==> src/rtl/gpio8_pkg.sv <==
package gpio8_pkg;

  localparam int NPINS       = 8;
  localparam int SYNC_STAGES = 2;

  // Selector taken from address bits [4:2] in the configuration region.
  typedef enum logic [2:0] {
    SEL_DIR   = 3'd0,
    SEL_SENSE = 3'd1,
    SEL_BOTH  = 3'd2,
    SEL_EVENT = 3'd3,
    SEL_EN    = 3'd4,
    SEL_RAW   = 3'd5,
    SEL_MASK  = 3'd6,
    SEL_CLR   = 3'd7
  } cfg_sel_e;

endpackage

==> src/rtl/gpio8_rst_sync.sv <==
module gpio8_rst_sync (
  input  logic clk,
  input  logic rst_n,
  output logic rst_core_n
);

  logic [1:0] stage_q;
  logic [1:0] stage_d;

  always_comb begin
    stage_d = {stage_q[0], 1'b1};
  end

  always_ff @(posedge clk or negedge rst_n) begin
    if (!rst_n) begin
      stage_q <= 2'b00;
    end else begin
      stage_q <= stage_d;
    end
  end

  assign rst_core_n = stage_q[1];

endmodule

==> src/rtl/gpio8_in_sync.sv <==
module gpio8_in_sync #(
  parameter int WIDTH  = 8,
  parameter int STAGES = 2
) (
  input  logic             clk,
  input  logic             rst_n,
  input  logic [WIDTH-1:0] async_in,
  output logic [WIDTH-1:0] sync_out
);

  logic [STAGES-1:0][WIDTH-1:0] chain_q;
  logic [STAGES-1:0][WIDTH-1:0] chain_d;

  always_comb begin
    chain_d[0] = async_in;
    for (int s = 1; s < STAGES; s++) begin
      chain_d[s] = chain_q[s-1];
    end
  end

  always_ff @(posedge clk or negedge rst_n) begin
    if (!rst_n) begin
      chain_q <= '0;
    end else begin
      chain_q <= chain_d;
    end
  end

  assign sync_out = chain_q[STAGES-1];

endmodule

==> src/rtl/gpio8_irq_pin.sv <==
module gpio8_irq_pin (
  input  logic clk,
  input  logic rst_n,
  input  logic smp,
  input  logic sense_lvl,
  input  logic both_edge,
  input  logic event_pol,
  input  logic clr,
  output logic raw
);

  logic prev_q;
  logic latch_q;
  logic latch_d;
  logic rise;
  logic fall;
  logic edge_hit;
  logic edge_set;
  logic lvl_match;

  always_comb begin
    rise      = smp & ~prev_q;
    fall      = ~smp & prev_q;
    if (both_edge) begin
      edge_hit = rise | fall;
    end else if (event_pol) begin
      edge_hit = rise;
    end else begin
      edge_hit = fall;
    end
    edge_set  = ~sense_lvl & edge_hit;
    latch_d   = edge_set | (latch_q & ~clr);
    lvl_match = event_pol ? smp : ~smp;
    raw       = sense_lvl ? lvl_match : latch_q;
  end

  always_ff @(posedge clk or negedge rst_n) begin
    if (!rst_n) begin
      prev_q  <= 1'b0;
      latch_q <= 1'b0;
    end else begin
      prev_q  <= smp;
      latch_q <= latch_d;
    end
  end


  clr_takes_chk: assert property (@(posedge clk) disable iff (!rst_n)
    (!sense_lvl && clr && !edge_hit) |=> (sense_lvl || !raw));


  edge_beats_clr_chk: assert property (@(posedge clk) disable iff (!rst_n)
    (!sense_lvl && clr && edge_hit) |=> (sense_lvl || raw));


  dual_edge_chk: assert property (@(posedge clk) disable iff (!rst_n)
    (!sense_lvl && both_edge && (smp != prev_q)) |=> (sense_lvl || raw));


  single_edge_chk: assert property (@(posedge clk) disable iff (!rst_n)
    (!sense_lvl && !both_edge && event_pol && $rose(smp) && !clr && !raw)
      |=> (sense_lvl || raw || clr));

endmodule

==> src/rtl/gpio8_regs.sv <==
module gpio8_regs
  import gpio8_pkg::*;
#(
  parameter int NP     = 8,
  parameter int ADDR_W = NP + 3
) (
  input  logic              clk,
  input  logic              rst_n,
  input  logic [ADDR_W-1:0] bus_addr,
  input  logic              bus_wr,
  input  logic [NP-1:0]     bus_wdata,
  input  logic [NP-1:0]     pin_sync,
  input  logic [NP-1:0]     raw_st,
  output logic [NP-1:0]     dir_q,
  output logic [NP-1:0]     sense_q,
  output logic [NP-1:0]     both_q,
  output logic [NP-1:0]     event_q,
  output logic [NP-1:0]     en_q,
  output logic [NP-1:0]     out_q,
  output logic [NP-1:0]     clr_pulse,
  output logic [NP-1:0]     bus_rdata
);

  localparam int REGION_BIT = NP + 2;

  logic          win_hit;
  logic          cfg_hit;
  logic [NP-1:0] pin_mask;
  cfg_sel_e      sel;
  logic          dir_we;
  logic          sense_we;
  logic          both_we;
  logic          event_we;
  logic          en_we;
  logic          out_we;
  logic [NP-1:0] wr_bits;
  logic [NP-1:0] out_d;
  logic [NP-1:0] win_view;

  // Address decode
  always_comb begin
    pin_mask = bus_addr[REGION_BIT-1:2];
    win_hit  = ~bus_addr[REGION_BIT];
    cfg_hit  = bus_addr[REGION_BIT] && (bus_addr[REGION_BIT-1:5] == '0)
               && (bus_addr[1:0] == 2'b00);
    sel      = cfg_sel_e'(bus_addr[4:2]);
  end

  // Next-state and write enables
  always_comb begin
    dir_we    = bus_wr && cfg_hit && (sel == SEL_DIR);
    sense_we  = bus_wr && cfg_hit && (sel == SEL_SENSE);
    both_we   = bus_wr && cfg_hit && (sel == SEL_BOTH);
    event_we  = bus_wr && cfg_hit && (sel == SEL_EVENT);
    en_we     = bus_wr && cfg_hit && (sel == SEL_EN);
    out_we    = bus_wr && win_hit;
    wr_bits   = pin_mask & dir_q;
    out_d     = (out_q & ~wr_bits) | (bus_wdata & wr_bits);
    clr_pulse = (bus_wr && cfg_hit && (sel == SEL_CLR)) ? bus_wdata : '0;
  end

  always_ff @(posedge clk or negedge rst_n) begin
    if (!rst_n) begin
      dir_q   <= '0;
      sense_q <= '0;
      both_q  <= '0;
      event_q <= '0;
      en_q    <= '0;
      out_q   <= '0;
    end else begin
      if (dir_we)   dir_q   <= bus_wdata;
      if (sense_we) sense_q <= bus_wdata;
      if (both_we)  both_q  <= bus_wdata;
      if (event_we) event_q <= bus_wdata;
      if (en_we)    en_q    <= bus_wdata;
      if (out_we)   out_q   <= out_d;
    end
  end

  // Read path
  always_comb begin
    win_view  = ((out_q & dir_q) | (pin_sync & ~dir_q)) & pin_mask;
    bus_rdata = '0;
    if (win_hit) begin
      bus_rdata = win_view;
    end else if (cfg_hit) begin
      case (sel)
        SEL_DIR:   bus_rdata = dir_q;
        SEL_SENSE: bus_rdata = sense_q;
        SEL_BOTH:  bus_rdata = both_q;
        SEL_EVENT: bus_rdata = event_q;
        SEL_EN:    bus_rdata = en_q;
        SEL_RAW:   bus_rdata = raw_st;
        SEL_MASK:  bus_rdata = raw_st & en_q;
        default:   bus_rdata = '0;
      endcase
    end
  end


  dir_load_chk: assert property (@(posedge clk) disable iff (!rst_n)
    (bus_wr && bus_addr == ADDR_W'(1 << REGION_BIT)) |=> (dir_q == $past(bus_wdata)));


  input_hold_chk: assert property (@(posedge clk) disable iff (!rst_n)
    ((out_q ^ $past(out_q)) & ~$past(dir_q)) == '0);


  unmasked_hold_chk: assert property (@(posedge clk) disable iff (!rst_n)
    (bus_wr && win_hit) |=> (((out_q ^ $past(out_q)) & ~$past(pin_mask)) == '0));

endmodule

==> src/rtl/gpio8_irq.sv <==
module gpio8_irq
  import gpio8_pkg::*;
#(
  parameter int NP     = NPINS,
  parameter int SYNC_N = SYNC_STAGES,
  parameter int ADDR_W = NP + 3
) (
  input  logic              clk,
  input  logic              rst_n,
  input  logic [ADDR_W-1:0] bus_addr,
  input  logic              bus_wr,
  input  logic [NP-1:0]     bus_wdata,
  output logic [NP-1:0]     bus_rdata,
  input  logic [NP-1:0]     pin_in,
  output logic [NP-1:0]     pin_out,
  output logic [NP-1:0]     pin_oe,
  output logic              irq_out
);

  logic          rst_core_n;
  logic [NP-1:0] pin_sync;
  logic [NP-1:0] raw_st;
  logic [NP-1:0] dir_q;
  logic [NP-1:0] sense_q;
  logic [NP-1:0] both_q;
  logic [NP-1:0] event_q;
  logic [NP-1:0] en_q;
  logic [NP-1:0] out_q;
  logic [NP-1:0] clr_pulse;

  gpio8_rst_sync u_rst (
    .clk        (clk),
    .rst_n      (rst_n),
    .rst_core_n (rst_core_n)
  );

  gpio8_in_sync #(.WIDTH(NP), .STAGES(SYNC_N)) u_sync (
    .clk      (clk),
    .rst_n    (rst_core_n),
    .async_in (pin_in),
    .sync_out (pin_sync)
  );

  gpio8_regs #(.NP(NP), .ADDR_W(ADDR_W)) u_regs (
    .clk       (clk),
    .rst_n     (rst_core_n),
    .bus_addr  (bus_addr),
    .bus_wr    (bus_wr),
    .bus_wdata (bus_wdata),
    .pin_sync  (pin_sync),
    .raw_st    (raw_st),
    .dir_q     (dir_q),
    .sense_q   (sense_q),
    .both_q    (both_q),
    .event_q   (event_q),
    .en_q      (en_q),
    .out_q     (out_q),
    .clr_pulse (clr_pulse),
    .bus_rdata (bus_rdata)
  );

  for (genvar i = 0; i < NP; i++) begin : g_pin
    gpio8_irq_pin u_det (
      .clk       (clk),
      .rst_n     (rst_core_n),
      .smp       (pin_sync[i]),
      .sense_lvl (sense_q[i]),
      .both_edge (both_q[i]),
      .event_pol (event_q[i]),
      .clr       (clr_pulse[i]),
      .raw       (raw_st[i])
    );
  end

  assign pin_out = out_q;
  assign pin_oe  = dir_q;
  assign irq_out = |(raw_st & en_q);


  irq_gate_chk: assert property (@(posedge clk) disable iff (!rst_core_n)
    (en_q == '0) |-> !irq_out);


  reset_quiet_chk: assert property (@(posedge clk) disable iff (!rst_n)
    !rst_core_n |-> (pin_oe == '0 && !irq_out));

endmodule

==> config.mk <==
export PLATFORM = sky130hd
export DESIGN_NAME = gpio8_irq
export DESIGN_NICKNAME = d
export VERILOG_FILES = /design/src/rtl/gpio8_pkg.sv /design/src/rtl/gpio8_rst_sync.sv /design/src/rtl/gpio8_in_sync.sv /design/src/rtl/gpio8_irq_pin.sv /design/src/rtl/gpio8_regs.sv /design/src/rtl/gpio8_irq.sv
export SDC_FILE = /design/constraint.sdc
export NUM_CORES = 1
export LEC_CHECK = 0
export ABC_AREA = 1
export BUFFER_PORTS_ARGS = -buffer_cell sky130_fd_sc_hd__buf_2
export CAP_MARGIN = 0
export CORE_MARGIN = 3
export CORE_UTILIZATION = 55
export DETAILED_ROUTE_END_ITERATION = 16
export PLACE_DENSITY = 0.79
export SYNTH_ARGS = -nofsm -noshare
export SYNTH_HDL_FRONTEND = slang
export SYNTH_HIERARCHICAL = 1
export SYNTH_SLANG_ARGS = --single-unit
==> constraint.sdc <==
create_clock -name clk -period 6.6 [get_ports clk]
set_input_delay 0.99 -clock clk [delete_from_list [all_inputs] [get_ports clk]]
set_output_delay 0.99 -clock clk [all_outputs]
set_load 0.01 [all_outputs]
==> parameters.txt <==
Parameter                              Value

Status
  Status ... finished, final reports clean

Setup path
  Worst reg2reg path startpoint ... u_rst/stage_q[1]
  Cell Chain, Critical Path ... buf_2 -> inv_1 -> nor3_1 -> nor3_2 -> nand2_1 -> nand2_1 -> buf_2
  Start point of the critical path ... bus_addr[4]
  Startpoint class of the critical path ... input port
  Arrival time at the worst endpoint ... 3240 ps
  Delay of the slowest cell on the worst path ... 720 ps
  Kind of critical path ... in -> out
  R2r setup slk ... 5410 ps
  Slowest stage cell, crit path ... sky130_fd_sc_hd__nor3_2
  Type of element capturing the critical path ... output pin
  Worst path required time ... around 5600 ps
  Path depth of the worst reg2reg path ... 0
  Worst R2R End ... u_regs/event_q[1]
  Highest net fanout along the worst path ... 29

Clock tree
  Clock-pin slew on the worst setup and hold paths ... 80 ps
  Clock buffer count from CTS ... 9
  Clock root buffer ... sky130_fd_sc_hd__clkbuf_8
  Clock latency reported for the late side of the worst-skew pair ... ~360 ps
  Resized cells post-CTS ... 0
  Hold-fix buffers, CTS ... 0
  H-tree depth ... 3
  Buffer count from post-CTS setup fixing ... 0
  CTS tree ... built
  Sink count of the clock tree ... between 80 and 90
  Clock tree buffer depth ... 2

Logic synthesis
  Synth Warn # ... 6
  Number of different library cells in the post-synthesis netlist ... 28
  Summed instance area of the synthesized netlist ... 4520 um^2
  Number of enable-type register cells in the synthesized netlist ... 0
  Primary FF master, synth ... sky130_fd_sc_hd__dfrtp_1
  Post-Synthesis Cells ... 573
  Async SR Flop Fraction ... 100%
  Average cell area after synthesis ... 7.90 um^2
  Register area share after synthesis ... 45.4%
  Synthesized netlist net count ... 619
  Synthesis-stage register bit count ... 82

Finish
  # nets final ... 666
  Number of inserted diodes ... 0
  Share of layout cells above drive strength 1 ... 19.4%
  Area growth, synth to finish ... 12.6%

STA
  Worst-Margin Slew ... ~1000 ps
  Final setup violation count ... 0
  Endpoints failing hold ... 0
  Post-route clock skew ... roughly 8.8 ps
  Worst-case hold slack ... about 350 ps
  Setup repair after global routing missed its margin ... false
  Post-route worst setup slack ... around 2400 ps
  Final worst-path cycle share ... 64.1%
  Max-slew violation count ... 0
  Worst slew margin relative to its limit ... 31.7%
  Fmax ... 236 MHz
  Shortest period the worst path allows ... 4230 ps
  Aggregate negative setup slack ... 0 ps

Job
  Number of maximum-capacitance constraint violations ... 0

Floorplan
  Die H ... 96.7 um
  Die W ... slightly below 100 um
  Number of placement rows ... 32
  Die ar. ... 9350 um^2
  Initial cell density of the core ... 57.7%
  Core Area ... 7850 um^2
  Boundary Pins ... 55

Placement
  DPL Wire Length ... 7310 um
  Input/output buffers ... between 50 and 60
  Routability-driven placement congestion ratio ... 0.813
  Worst slack at placement ... ~2500 ps

Routing
  WL final ... 11100 um
  DR pass1 iterations ... 5
  Average routed wire per standard cell ... 15.2 um
  Violation count after the first detailed-route iteration ... 349
  Post-detailed-route count of antenna-violating nets ... 0
  DRC errors left ... 0
  Vias per inst ... 5.61
  Via count ... 4079

Global routing
  Number of antenna violations at the first check in global routing ... 0
  Global Route Usage Sum ... 24.3%
  Maximum number of pins on one net before global-route repair ... 81
  Vias in the first global route ... 3932
  Sum of overflow across all layers after global routing ... 0
  Global-route wire length before repair ... 18600 um

Hold path
  Worst Hold Path EP ... u_sync/sync_out[5]
  Hold Crit Start ... u_sync/chain_d[13]
  Hold crit path type ... reg -> reg
  Count of cells along the worst hold path ... 0

Power and ir drop
  Max IR drop VDD ... 0.000175 V
  Ratio of total power to cell area ... 211 nW/um^2
  Static Leak ... approximately 0.0027 uW
-- worst max-delay path: cells and delay by family --
family / cells / cell delay [ps]
and+or+nand+nor: 4 / 1140
buffers and inverters: 3 / 1090
-- final cells by class --
type                       count  area, um^2
clock buffer                  10         128
clock inverter                 6         130
fill                         663        2760
inverter                      73         274
multi-input combinational    400        2110
sequential                    82        2060
tap                          102         128
timing repair buffer          54         270
-- worst max path at each step --
stage                     slack [ps]           end
final                           2370  bus_rdata[4]
after global routing            2240  bus_rdata[5]
after CTS                       2490  bus_rdata[4]
after detailed placement        2490  bus_rdata[4]
after global placement          2510  bus_rdata[1]
after floorplan                 3680  bus_rdata[3]
-- cell usage after synthesis (2+ instances only) --
library cell | number | area share [%]
sky130_fd_sc_hd__buf_4 | 2 | 0.33
sky130_fd_sc_hd__inv_1 | 62 | 5.1
sky130_fd_sc_hd__inv_2 | 11 | 0.91
sky130_fd_sc_hd__nand3b_4 | 2 | 0.88
sky130_fd_sc_hd__buf_2 | 7 | 0.77
sky130_fd_sc_hd__nand2_2 | 9 | 1.2
sky130_fd_sc_hd__nand3_2 | 11 | 2.4
sky130_fd_sc_hd__nor2_2 | 4 | 0.55
sky130_fd_sc_hd__o21ai_2 | 12 | 2.3
sky130_fd_sc_hd__o21ai_0 | 23 | 2.5
sky130_fd_sc_hd__o21ai_1 | 23 | 2.5
sky130_fd_sc_hd__nand4_1 | 25 | 3.5
sky130_fd_sc_hd__or2_0 | 8 | 1.1
sky130_fd_sc_hd__nor3_1 | 4 | 0.44
sky130_fd_sc_hd__buf_1 | 5 | 0.41
sky130_fd_sc_hd__o211a_1 | 2 | 0.44
sky130_fd_sc_hd__o2111ai_1 | 6 | 1.2
sky130_fd_sc_hd__ha_1 | 16 | 4.4
sky130_fd_sc_hd__nand3_1 | 41 | 4.5
sky130_fd_sc_hd__nor2_1 | 37 | 3.1
sky130_fd_sc_hd__nand2_1 | 166 | 14
sky130_fd_sc_hd__a21oi_1 | 8 | 0.88
sky130_fd_sc_hd__clkbuf_1 | 3 | 0.25
sky130_fd_sc_hd__dfrtp_1 | 82 | 45
-- flip-flops by register name, summed over array words and instances, names as in the netlist, named ones only --
| name | cells |
|---|---|
| g_pin.u_det/latch_q | 8 |
| g_pin.u_det/prev_q | 8 |
| u_regs/both_q | 8 |
| u_regs/dir_q | 8 |
| u_regs/en_q | 8 |
| u_regs/event_q | 8 |
| u_regs/sense_q | 8 |
| u_sync/chain_d | 8 |
| u_sync/sync_out | 8 |
| u_rst/stage_q | 2 |
-- report_power, final --
group / total (uW) / switching, uW / internal (uW)
registers: 531 / 17.9 / 513
logic: 74.5 / 49.8 / 24.8
clock network: 469 / 181 / 288
-- metal layers --
layer	part of all wire [%]	vias up	GRT usage [%]
met3	8.9	24	6.42
met2	48	194	39.7
li1	-	1958	-
met5	0	-	0
met4	2.3	0	8.53
met1	41	1903	31.4
-- cell families (layout without fill, tap and decap cells) --
kind of cell / count (synthesis) / count (layout) / share of synthesized area [%]
adder cells (fa/ha/maj): 16 / 16 / 4.42
AND/OR/NAND/NOR: 309 / 309 / 32.2
flip-flops: 82 / 82 / 45.4
AO/OA/AOI/OAI: 74 / 74 / 9.90
other: 1 / 1 / 0.0829
buffers and inverters: 91 / 143 / 8.07
-- cell usage in the layout (no fill, tap or decap), drive strengths merged --
cell,count
a21oi,8
buf,54
bufinv,4
clkbuf,10
clkinv,2
conb,1
dfrtp,82
ha,16
inv,73
nand2,175
nand3,52
nand3b,2
nand4,25
nor2,42
nor3,5
o2111ai,6
o211a,2
o21ai,58
or2,8
-- metrics by stage --
stage	util (%)	std cells	total power (uW)	area (um^2)
after floorplan	-	573	584	4520
after global placement	61.6	711	611	4830
after detailed placement	61.6	711	615	4830
after CTS	64.9	727	1080	5090
after global routing	64.9	727	1120	5090
final	64.9	727	1070	5090
Note: power is estimated with default switching activity, not from simulation.
